`src/rtl/led_err_status_pkg.sv`:
```
// Shared constants and helpers for the LED fault status register.
// Assumes the status encoding is active-high health (1 = good).
package led_err_status_pkg;
    localparam int unsigned NCH_DEFAULT = 16;
    localparam logic        HEALTHY     = 1'b1;

    // Live health of one channel from its flags; off channels cannot be judged.
    function automatic logic live_health(input logic on, input logic open_f,
                                         input logic short_f);
        return on & ~open_f & ~short_f;
    endfunction
endpackage

```
`src/rtl/led_err_glob_therm.sv`:
```
// Die-level thermal shutdown register.
// Registers the die trip flag so that all channels lose drive one edge later;
// assumes the flag is already synchronous to clk.
module led_err_glob_therm (
    input  logic clk,
    input  logic rst_n,
    input  logic die_hot_i,
    output logic glob_shut_o
);
    // Track the die trip with one register of latency.
    always_ff @(posedge clk) begin
        if (!rst_n) glob_shut_o <= 1'b0;
        else        glob_shut_o <= die_hot_i;
    end
endmodule

```
`src/rtl/led_err_chan_slice.sv`:
```
// One channel of the fault status register.
// Holds the live open/short sample, the sticky thermal mark and the channel
// shutdown register. Assumes all inputs are synchronous to clk.
module led_err_chan_slice
    import led_err_status_pkg::*;
#(
    parameter bit SHORT_DETECT = 1'b1
) (
    input  logic clk,
    input  logic rst_n,
    input  logic ch_on_i,
    input  logic open_i,
    input  logic short_i,
    input  logic hot_i,
    input  logic glob_hot_i,
    input  logic glob_shut_i,
    input  logic clr_i,
    output logic status_o,
    output logic drive_en_o
);
    logic short_hit;
    logic live_q;
    logic therm_err_q;
    logic shut_q;
    logic therm_set;

    // Short detection exists only in the variant that asks for it.
    generate
        if (SHORT_DETECT) begin : g_short
            assign short_hit = short_i;
        end else begin : g_noshort
            assign short_hit = 1'b0;
        end
    endgenerate

    // A channel trip counts only while driven; a die trip marks every channel.
    assign therm_set = (hot_i & ch_on_i) | glob_hot_i;

    // Sample the live open/short health every clock.
    always_ff @(posedge clk) begin
        if (!rst_n) live_q <= 1'b0;
        else        live_q <= live_health(ch_on_i, open_i, short_hit);
    end

    // Sticky thermal mark: a set wins over a clear that arrives in the same cycle.
    always_ff @(posedge clk) begin
        if (!rst_n)         therm_err_q <= 1'b0;
        else if (therm_set) therm_err_q <= 1'b1;
        else if (clr_i)     therm_err_q <= 1'b0;
    end

    // Channel shutdown follows the trip flag with one edge of latency.
    always_ff @(posedge clk) begin
        if (!rst_n) shut_q <= 1'b0;
        else        shut_q <= hot_i;
    end

    assign status_o   = live_q & ~therm_err_q;
    assign drive_en_o = ch_on_i & ~shut_q & ~glob_shut_i;
endmodule

```
`src/rtl/led_err_status.sv`:
```
// Fault status register for a multi-channel LED sink driver (top level).
// Instantiates one slice per channel and the die-level shutdown register.
// Assumes all flags come from synchronous comparator/sensor logic.
module led_err_status
    import led_err_status_pkg::*;
#(
    parameter int unsigned NCH          = NCH_DEFAULT,
    parameter bit          SHORT_DETECT = 1'b1
) (
    input  logic           clk,
    input  logic           rst_n,
    input  logic [NCH-1:0] ch_on,
    input  logic [NCH-1:0] open_flag,
    input  logic [NCH-1:0] short_flag,
    input  logic [NCH-1:0] ch_hot,
    input  logic           die_hot,
    input  logic           mode_clr,
    output logic [NCH-1:0] status,
    output logic [NCH-1:0] drive_en
);
    logic glob_shut;

    led_err_glob_therm u_glob (
        .clk        (clk),
        .rst_n      (rst_n),
        .die_hot_i  (die_hot),
        .glob_shut_o(glob_shut)
    );

    // One independent slice per channel.
    generate
        for (genvar i = 0; i < NCH; i++) begin : g_ch
            led_err_chan_slice #(.SHORT_DETECT(SHORT_DETECT)) u_slice (
                .clk        (clk),
                .rst_n      (rst_n),
                .ch_on_i    (ch_on[i]),
                .open_i     (open_flag[i]),
                .short_i    (short_flag[i]),
                .hot_i      (ch_hot[i]),
                .glob_hot_i (die_hot),
                .glob_shut_i(glob_shut),
                .clr_i      (mode_clr),
                .status_o   (status[i]),
                .drive_en_o (drive_en[i])
            );
        end
    endgenerate
endmodule

```
`config.mk`:
```
export PLATFORM = sky130hd
export DESIGN_NAME = led_err_status
export DESIGN_NICKNAME = d
export VERILOG_FILES = /design/src/rtl/led_err_status_pkg.sv /design/src/rtl/led_err_glob_therm.sv /design/src/rtl/led_err_chan_slice.sv /design/src/rtl/led_err_status.sv
export SDC_FILE = /design/constraint.sdc
export NUM_CORES = 1
export LEC_CHECK = 0
export ABC_AREA = 1
export BUFFER_PORTS_ARGS = -buffer_cell sky130_fd_sc_hd__buf_4
export CORE_MARGIN = 3
export CORE_UTILIZATION = 45
export DETAILED_ROUTE_END_ITERATION = 10
export PLACE_DENSITY = 0.77
export SLEW_MARGIN = 15
export SYNTH_ARGS = -nofsm -noshare
export SYNTH_HDL_FRONTEND = slang
export SYNTH_HIERARCHICAL = 1
export SYNTH_SLANG_ARGS = --single-unit
```
`constraint.sdc`:
```
create_clock -name clk -period 1.05 [get_ports clk]
set_input_delay 0.21 -clock clk [delete_from_list [all_inputs] [get_ports clk]]
set_output_delay 0.21 -clock clk [all_outputs]
set_load 0.03 [all_outputs]
```
==> summary.md, run 1 <==
• **delay of the slowest cell on the worst path** 0.37 ns
• **outcome** finished, violations left
• **count of nets left with antenna violations after detail routing** 0
• **static leakage power** 1.80 nW
• **Synth cell types** 7
• **cell-by-cell trace of the critical path** buf_12 -> nor3b_4 -> buf_6
• **largest net degree at the start of global routing** 24
• **share of synthesized area occupied by flip-flops and latches** 48.8%
• **R2R Path End** g_ch[0].u_slice/therm_err_q
• **clock sink count** 49
• **largest area contributor in the netlist** dfxtp_1
• **count of buffer and inverter cells on the critical path** 2
• **unrepaired setup endpoints after global routing** yes
• **reg-to-reg setup timing slack** 0.35 ns
• **post-DR wirelength/cell** 10.9 um
• **first-pass GRT wire length** 8050 um
• **setup total negative slack** -5.72 ns
• **failing checks** setup timing
• **remaining max-slew budget at the tightest pin** 80.0%
• **hold buffer count at CTS** 0
• **maximum fanout count along the critical path** 7
• **crit path time final** 1.39 ns
• **Netlist Area Pre-Place** 2010 um2
• **Total Routed Length** 4930 um
• **final-layout fill cell count** 315
• **cell at the slowest stage of the critical path** dfxtp_4
• **multiplexer share of the synthesized area** 0%
• **effective utilization at floorplan** 48.5%
• **origin of the worst min-delay path** open_flag[12]
• **xor and xnor area share after synthesis** 0%
• **CP Class** flip-flop to output pin
• **library cell used as clock root buffer** clkbuf_8
• **Final period util** 132%
• **post-layout worst setup margin** -0.335 ns
• **GRT Util Overall** 19.3%
• **reported max-cap violation count** 0
• **Inserted Diodes** 0
• **endpoint of the worst setup timing path** drive_en[3]
• **count of endpoints failing hold in the final timing report** 0
• **Cell Pwr Density** 1290 nW/um2
• **combinational family with the most area after synthesis** simple AND/OR/NAND/NOR gates
• **count of yosys warnings during synthesis** 6
• **fmax** 722 MHz
• **TritonCTS clock tree** yes
• **CTS max path bufs** 2
• **number of stages on the worst setup path** 3
• **row cnt** 23
• **final net count** 470
• **ports placed on the boundary** 100
• **number of buffers created by CTS** 5
• **worst setup path startpoint** u_glob/glob_shut_o
• **Synth Area in Compound Gates** 0%
• **detailed placement HPWL** 3450 um
• **area growth from synthesis to layout** 64.5%
• **global route total overflow** 0
• **Syn Area/Cell** 6.91 um2
• **number of remaining DRC errors** 0
• **instance count after placement with tap cells included** 442
• **pins over their slew limit** 0
• **# port buffers** 99
• **multi-input gate area in the final layout** 920 um2
• **Post-Layout Cell Count** 453
• **via count** 1,945
• **synthesized netlist net count** 359
• **CTS H-Tree Depth** 2
• **synthesized-area fraction occupied by and/or/nand/nor cells** 36.1%
• **share of synthesized cell area in full adder, half adder and majority cells** 0%
• **kind of path behind the tightest hold check** input port to flip-flop
• **full die area** 5300 um2
• **slew at the pin with the worst max-slew slack** 0.300 ns
• **Routability Congestion** 0.766
• **most common library cell in the layout ignoring fill and taps** buf_4
• **DR vias/cell** 4.29
• **fin util** 79.8%
• **height of the chip** 72.8 um
• **Detailed Routing Iterations Pass 1** 4
• **die outline width** 72.8 um
• **cells on worst reg2reg path** 4
• **required time of the worst setup path** 0.84 ns
• **most used cells in the layout excluding fill and tap cells** buf_4 (79), inv_1 (77), nand2_1 (65)
• **number of DRC violations after detailed-routing iteration 0** 70
• **area share of the leading cell type in the synthesized netlist** 48.8%
• **clock skew** 0 ns
• **Worst Setup End Kind** output pin
• **arrival time of data at the critical path endpoint** 1.18 ns
• **peak ir drop on the vdd network** 0.971 mV
• **number of instances in the synthesized netlist** 291
• **kind of launch point of the worst setup path** flip-flop
• **cells taking the most area after synthesis** dfxtp_1 (49%), inv_1 (15%), nand2_1 (12%)
• **total area of sequential cells** 993 um2
• **worst reg2reg startpoint** g_ch[0].u_slice/therm_err_q
• **initial antenna violation count** 0
• **fraction of layout instances using a drive strength above 1** 39.5%
• **kind of cell adding the most delay to the critical path** flip-flops
• **clock latency on the worst-skew pair** 0.30 ns
• **endpoints failing setup** 32
• **CORE AREA** 4140 um2
• **clock transition at the registers of the reported paths** 0.09 ns
• **number of global-route vias before repair** 1,903
• **register bit count reported by yosys** 49
[how the worst min path moves through the flow]
stage,endpoint,slack [ns],cells past startpoint
3_5_place_dp,g_ch[6].u_slice/live_q,0.37,2
4_1_cts,g_ch[11].u_slice/live_q,0.05,2
5_1_grt,g_ch[12].u_slice/live_q,0.04,2
2_1_floorplan,g_ch[0].u_slice/live_q,0.29,1
3_3_place_gp,g_ch[15].u_slice/live_q,0.37,2
6_report,g_ch[12].u_slice/live_q,0.05,2
[state kept, by name, summed over array words and instances (netlist names)]
signal,count
g_ch.u_slice/therm_err_q,16
g_ch.u_slice/shut_q,16
u_glob/glob_shut_o,1
g_ch.u_slice/live_q,16
[per-layer routing]
layer	wire length, um	global-route usage (%)
met5	0	0
met4	21	5.33
met3	371	6.34
met2	2500	33.7
met1	2040	22.6
[power breakdown]
group / leakage (nW) / total, W / switching [W] / internal [W]
clock: 0.0585 / 0.00139 / 0.000613 / 0.000777
combinational: 1.33 / 0.000854 / 0.000409 / 0.000445
sequential: 0.409 / 0.00202 / 0.0000604 / 0.00196
total: 1.80 / 0.00426 / 0.00108 / 0.00318
[Yosys cell counts]
library cell	count
inv_1	81
nor3_1	16
dfxtp_1	49
nor3b_1	16
nor2_2	16
nand2_1	65
nor2_1	48
[what timing repair did]
action,in CTS,in global routing
setup buffers,3,0
resized for setup,17,20
setup endpoints to repair,32,32
pin swaps,0,4
[stage by stage]
stage | total power, W | cell area, um2 | setup WS, ns | hold slack, ns
floorplan | 0.00244 | 2190 | 0.00738 | 0.286
global placement | 0.00283 | 3040 | -0.0708 | 0.372
detailed placement | 0.00285 | 3040 | -0.0889 | 0.373
CTS | 0.00427 | 3260 | -0.338 | 0.0500
global route | 0.00445 | 3310 | -0.370 | 0.0397
finish | 0.00426 | 3310 | -0.335 | 0.0489
[kinds of logic (layout without fill, tap and decap cells)]
group                  count (synthesis)  after routing
flip-flops                            49             49
buffers and inverters                 81            193
AND/OR/NAND/NOR                      161            161
[area by class of cell]
class	count	area share, %
clock inverter	1	0.908
inverter	81	9.20
timing repair buffer	104	27.5
clock buffer	7	2.61
sequential	49	30.1
tap	50	1.89
multi-input combinational	161	27.8
Power figures use the tool's default switching activity.
==> inputs of run 2 (changes only) <==
CELL_PAD_IN_SITES_DETAIL_PLACEMENT = 1   (was not set)
CELL_PAD_IN_SITES_GLOBAL_PLACEMENT = 1   (was not set)
CORE_UTILIZATION = 30   (was 45)
PLACE_DENSITY = 0.76   (was 0.77)
==> run 2 against run 1 <==
Net effect:
- the flow still finishes with violations (setup timing)
- worst hold slack worse by 0.0019 ns
- critical path type unchanged
- cell area is 0.68% lower
- non-clock buffer count is 1 lower
- die area grew 45%
- power down 7.3%
- via count grew 4.5%
- highest routed layer unchanged
- largest power group unchanged
==> summary.md, run 2 (synthesized netlist as in run 1, its figures left out) <==
• **post-DR wirelength/cell** 11.8 um
• **fraction of layout instances using a drive strength above 1** 40.3%
• **number of remaining DRC errors** 0
• **total area of sequential cells** 997 um2
• **Cell Pwr Density** 1200 nW/um2
• **clock latency on the worst-skew pair** 0.30 ns
• **cell-by-cell trace of the critical path** buf_12 -> nor3b_4 -> buf_6
• **final net count** 469
• **endpoints failing setup** 32
• **outcome** finished, violations left
• **remaining max-slew budget at the tightest pin** 79.9%
• **worst reg2reg startpoint** g_ch[13].u_slice/therm_err_q
• **TritonCTS clock tree** yes
• **Final period util** 131%
• **CTS max path bufs** 2
• **via count** 2,032
• **R2R Path End** g_ch[13].u_slice/therm_err_q
• **crit path time final** 1.38 ns
• **kind of cell adding the most delay to the critical path** flip-flops
• **fmax** 726 MHz
• **library cell used as clock root buffer** clkbuf_8
• **Routability Congestion** 0.680
• **row cnt** 29
• **Inserted Diodes** 0
• **die outline width** 87.8 um
• **post-layout worst setup margin** -0.327 ns
• **sequential group share of total power** 51.0%
• **most used cells in the layout excluding fill and tap cells** buf_4 (81), inv_1 (76), nand2_1 (65)
• **Total Routed Length** 5660 um
• **pins over their slew limit** 0
• **full die area** 7720 um2
• **number of buffers created by CTS** 5
• **number of global-route vias before repair** 2,115
• **power consumption** 0.00395 W
• **cell at the slowest stage of the critical path** dfxtp_4
• **GRT Util Overall** 15.3%
• **clock sink count** 49
• **required time of the worst setup path** 0.84 ns
• **area growth from synthesis to layout** 63.4%
• **count of endpoints failing hold in the final timing report** 0
• **Post-Layout Cell Count** 479
• **combinational power share** 21.5%
• **first-pass GRT wire length** 9170 um
• **global route total overflow** 0
• **number of stages on the worst setup path** 3
• **clock network power share** 27.4%
• **reported max-cap violation count** 0
• **arrival time of data at the critical path endpoint** 1.17 ns
• **CTS H-Tree Depth** 2
• **endpoint of the worst setup timing path** drive_en[8]
• **instance count after placement with tap cells included** 469
• **largest net degree at the start of global routing** 35
• **number of DRC violations after detailed-routing iteration 0** 36
• **count of buffer and inverter cells on the critical path** 2
• **DR vias/cell** 4.24
• **peak ir drop on the vdd network** 0.492 mV
• **kind of launch point of the worst setup path** flip-flop
• **failing checks** setup timing
• **initial antenna violation count** 0
• **CORE AREA** 6420 um2
• **hold buffer count at CTS** 0
• **effective utilization at floorplan** 31.3%
• **unrepaired setup endpoints after global routing** yes
• **most common library cell in the layout ignoring fill and taps** buf_4
• **kind of path behind the tightest hold check** input port to flip-flop
• **multi-input gate area in the final layout** 917 um2
• **count of nets left with antenna violations after detail routing** 0
• **ports placed on the boundary** 100
• **placement-stage cell area** 3060 um2
• **Int Pwr** 0.00285 W
• **clock transition at the registers of the reported paths** 0.09 ns
• **# port buffers** 99
• **top flop regs** g_ch.u_slice/live_q (16), g_ch.u_slice/shut_q (16), g_ch.u_slice/therm_err_q (16)
• **worst setup path startpoint** u_glob/glob_shut_o
• **cell area after layout** 3280 um2
• **clock skew** 0 ns
• **detailed placement HPWL** 4370 um
• **cells on worst reg2reg path** 4
• **static leakage power** 1.77 nW
• **switching share of total power** 27.8%
• **maximum fanout count along the critical path** 8
• **switching power of the nets** 0.00110 W
• **reg-to-reg setup timing slack** 0.34 ns
• **final-layout fill cell count** 808
• **Detailed Routing Iterations Pass 1** 4
• **slew at the pin with the worst max-slew slack** 0.302 ns
• **Worst Setup End Kind** output pin
• **height of the chip** 87.8 um
• **origin of the worst min-delay path** short_flag[15]
• **CP Class** flip-flop to output pin
• **delay of the slowest cell on the worst path** 0.37 ns
==> run 2: layout make-up <==
type                       instances  area share [%]
clock buffer                       5            2.10
clock inverter                     3           0.534
inverter                          81            9.26
multi-input combinational        161            27.9
sequential                        49            30.4
tap                               77            2.93
timing repair buffer             103            26.9
==> run 2: worst register-to-register path, stage by stage, from the launching register on <==
cell and delay [ns]:
dfxtp_1 0.39, inv_1 0.07, nor2_2 0.07, nor2_1 0.05
nor2_1 0.08
==> run 2: stage by stage <==
step / hold slack [ns] / TNS (ns) / worst slack [ns] / util [%]
global route: 0.0261 / -7.73 / -0.390 / 51.1
global placement: 0.371 / -1.38 / -0.0888 / 47.7
floorplan: 0.286 / 0 / 0.00738 / -
finish: 0.0470 / -5.90 / -0.327 / 51.1
detailed placement: 0.374 / -1.53 / -0.103 / 47.7
CTS: 0.0364 / -6.70 / -0.354 / 50.6
==> run 2: layer usage <==
metal / wire length, um / vias up / GRT usage (%)
li1: - / 1043 / -
met1: 2160 / 923 / 16.4
met2: 2940 / 59 / 28.1
met3: 495 / 7 / 5.64
met4: 67 / 0 / 4.18
met5: 0 / - / 0
==> run 2: power groups by stage <==
stage	Combinational (W)	Sequential [W]	Clock (W)
final	0.000850	0.00202	0.00108
after global routing	0.000937	0.00203	0.00124
after CTS	0.000861	0.00202	0.00115
after detailed placement	0.000780	0.00208	0
after global placement	0.000755	0.00208	0
after floorplan	0.000379	0.00206	0
==> run 2: worst min path at each step <==
| stage | endpoint | depth (start not counted) |
|---|---|---|
| floorplan | g_ch[0].u_slice/live_q | 1 |
| global placement | g_ch[3].u_slice/live_q | 2 |
| detailed placement | g_ch[15].u_slice/live_q | 2 |
| CTS | g_ch[6].u_slice/live_q | 2 |
| global route | g_ch[6].u_slice/live_q | 2 |
| finish | g_ch[15].u_slice/live_q | 2 |
==> run 2: what timing repair did <==
action,in CTS,in global routing
buffers inserted,2,0
resized for setup,20,18
cloned,0,0
hold endpoints to repair,0,0
pin swaps,0,2
endpoints found under the setup margin,32,32
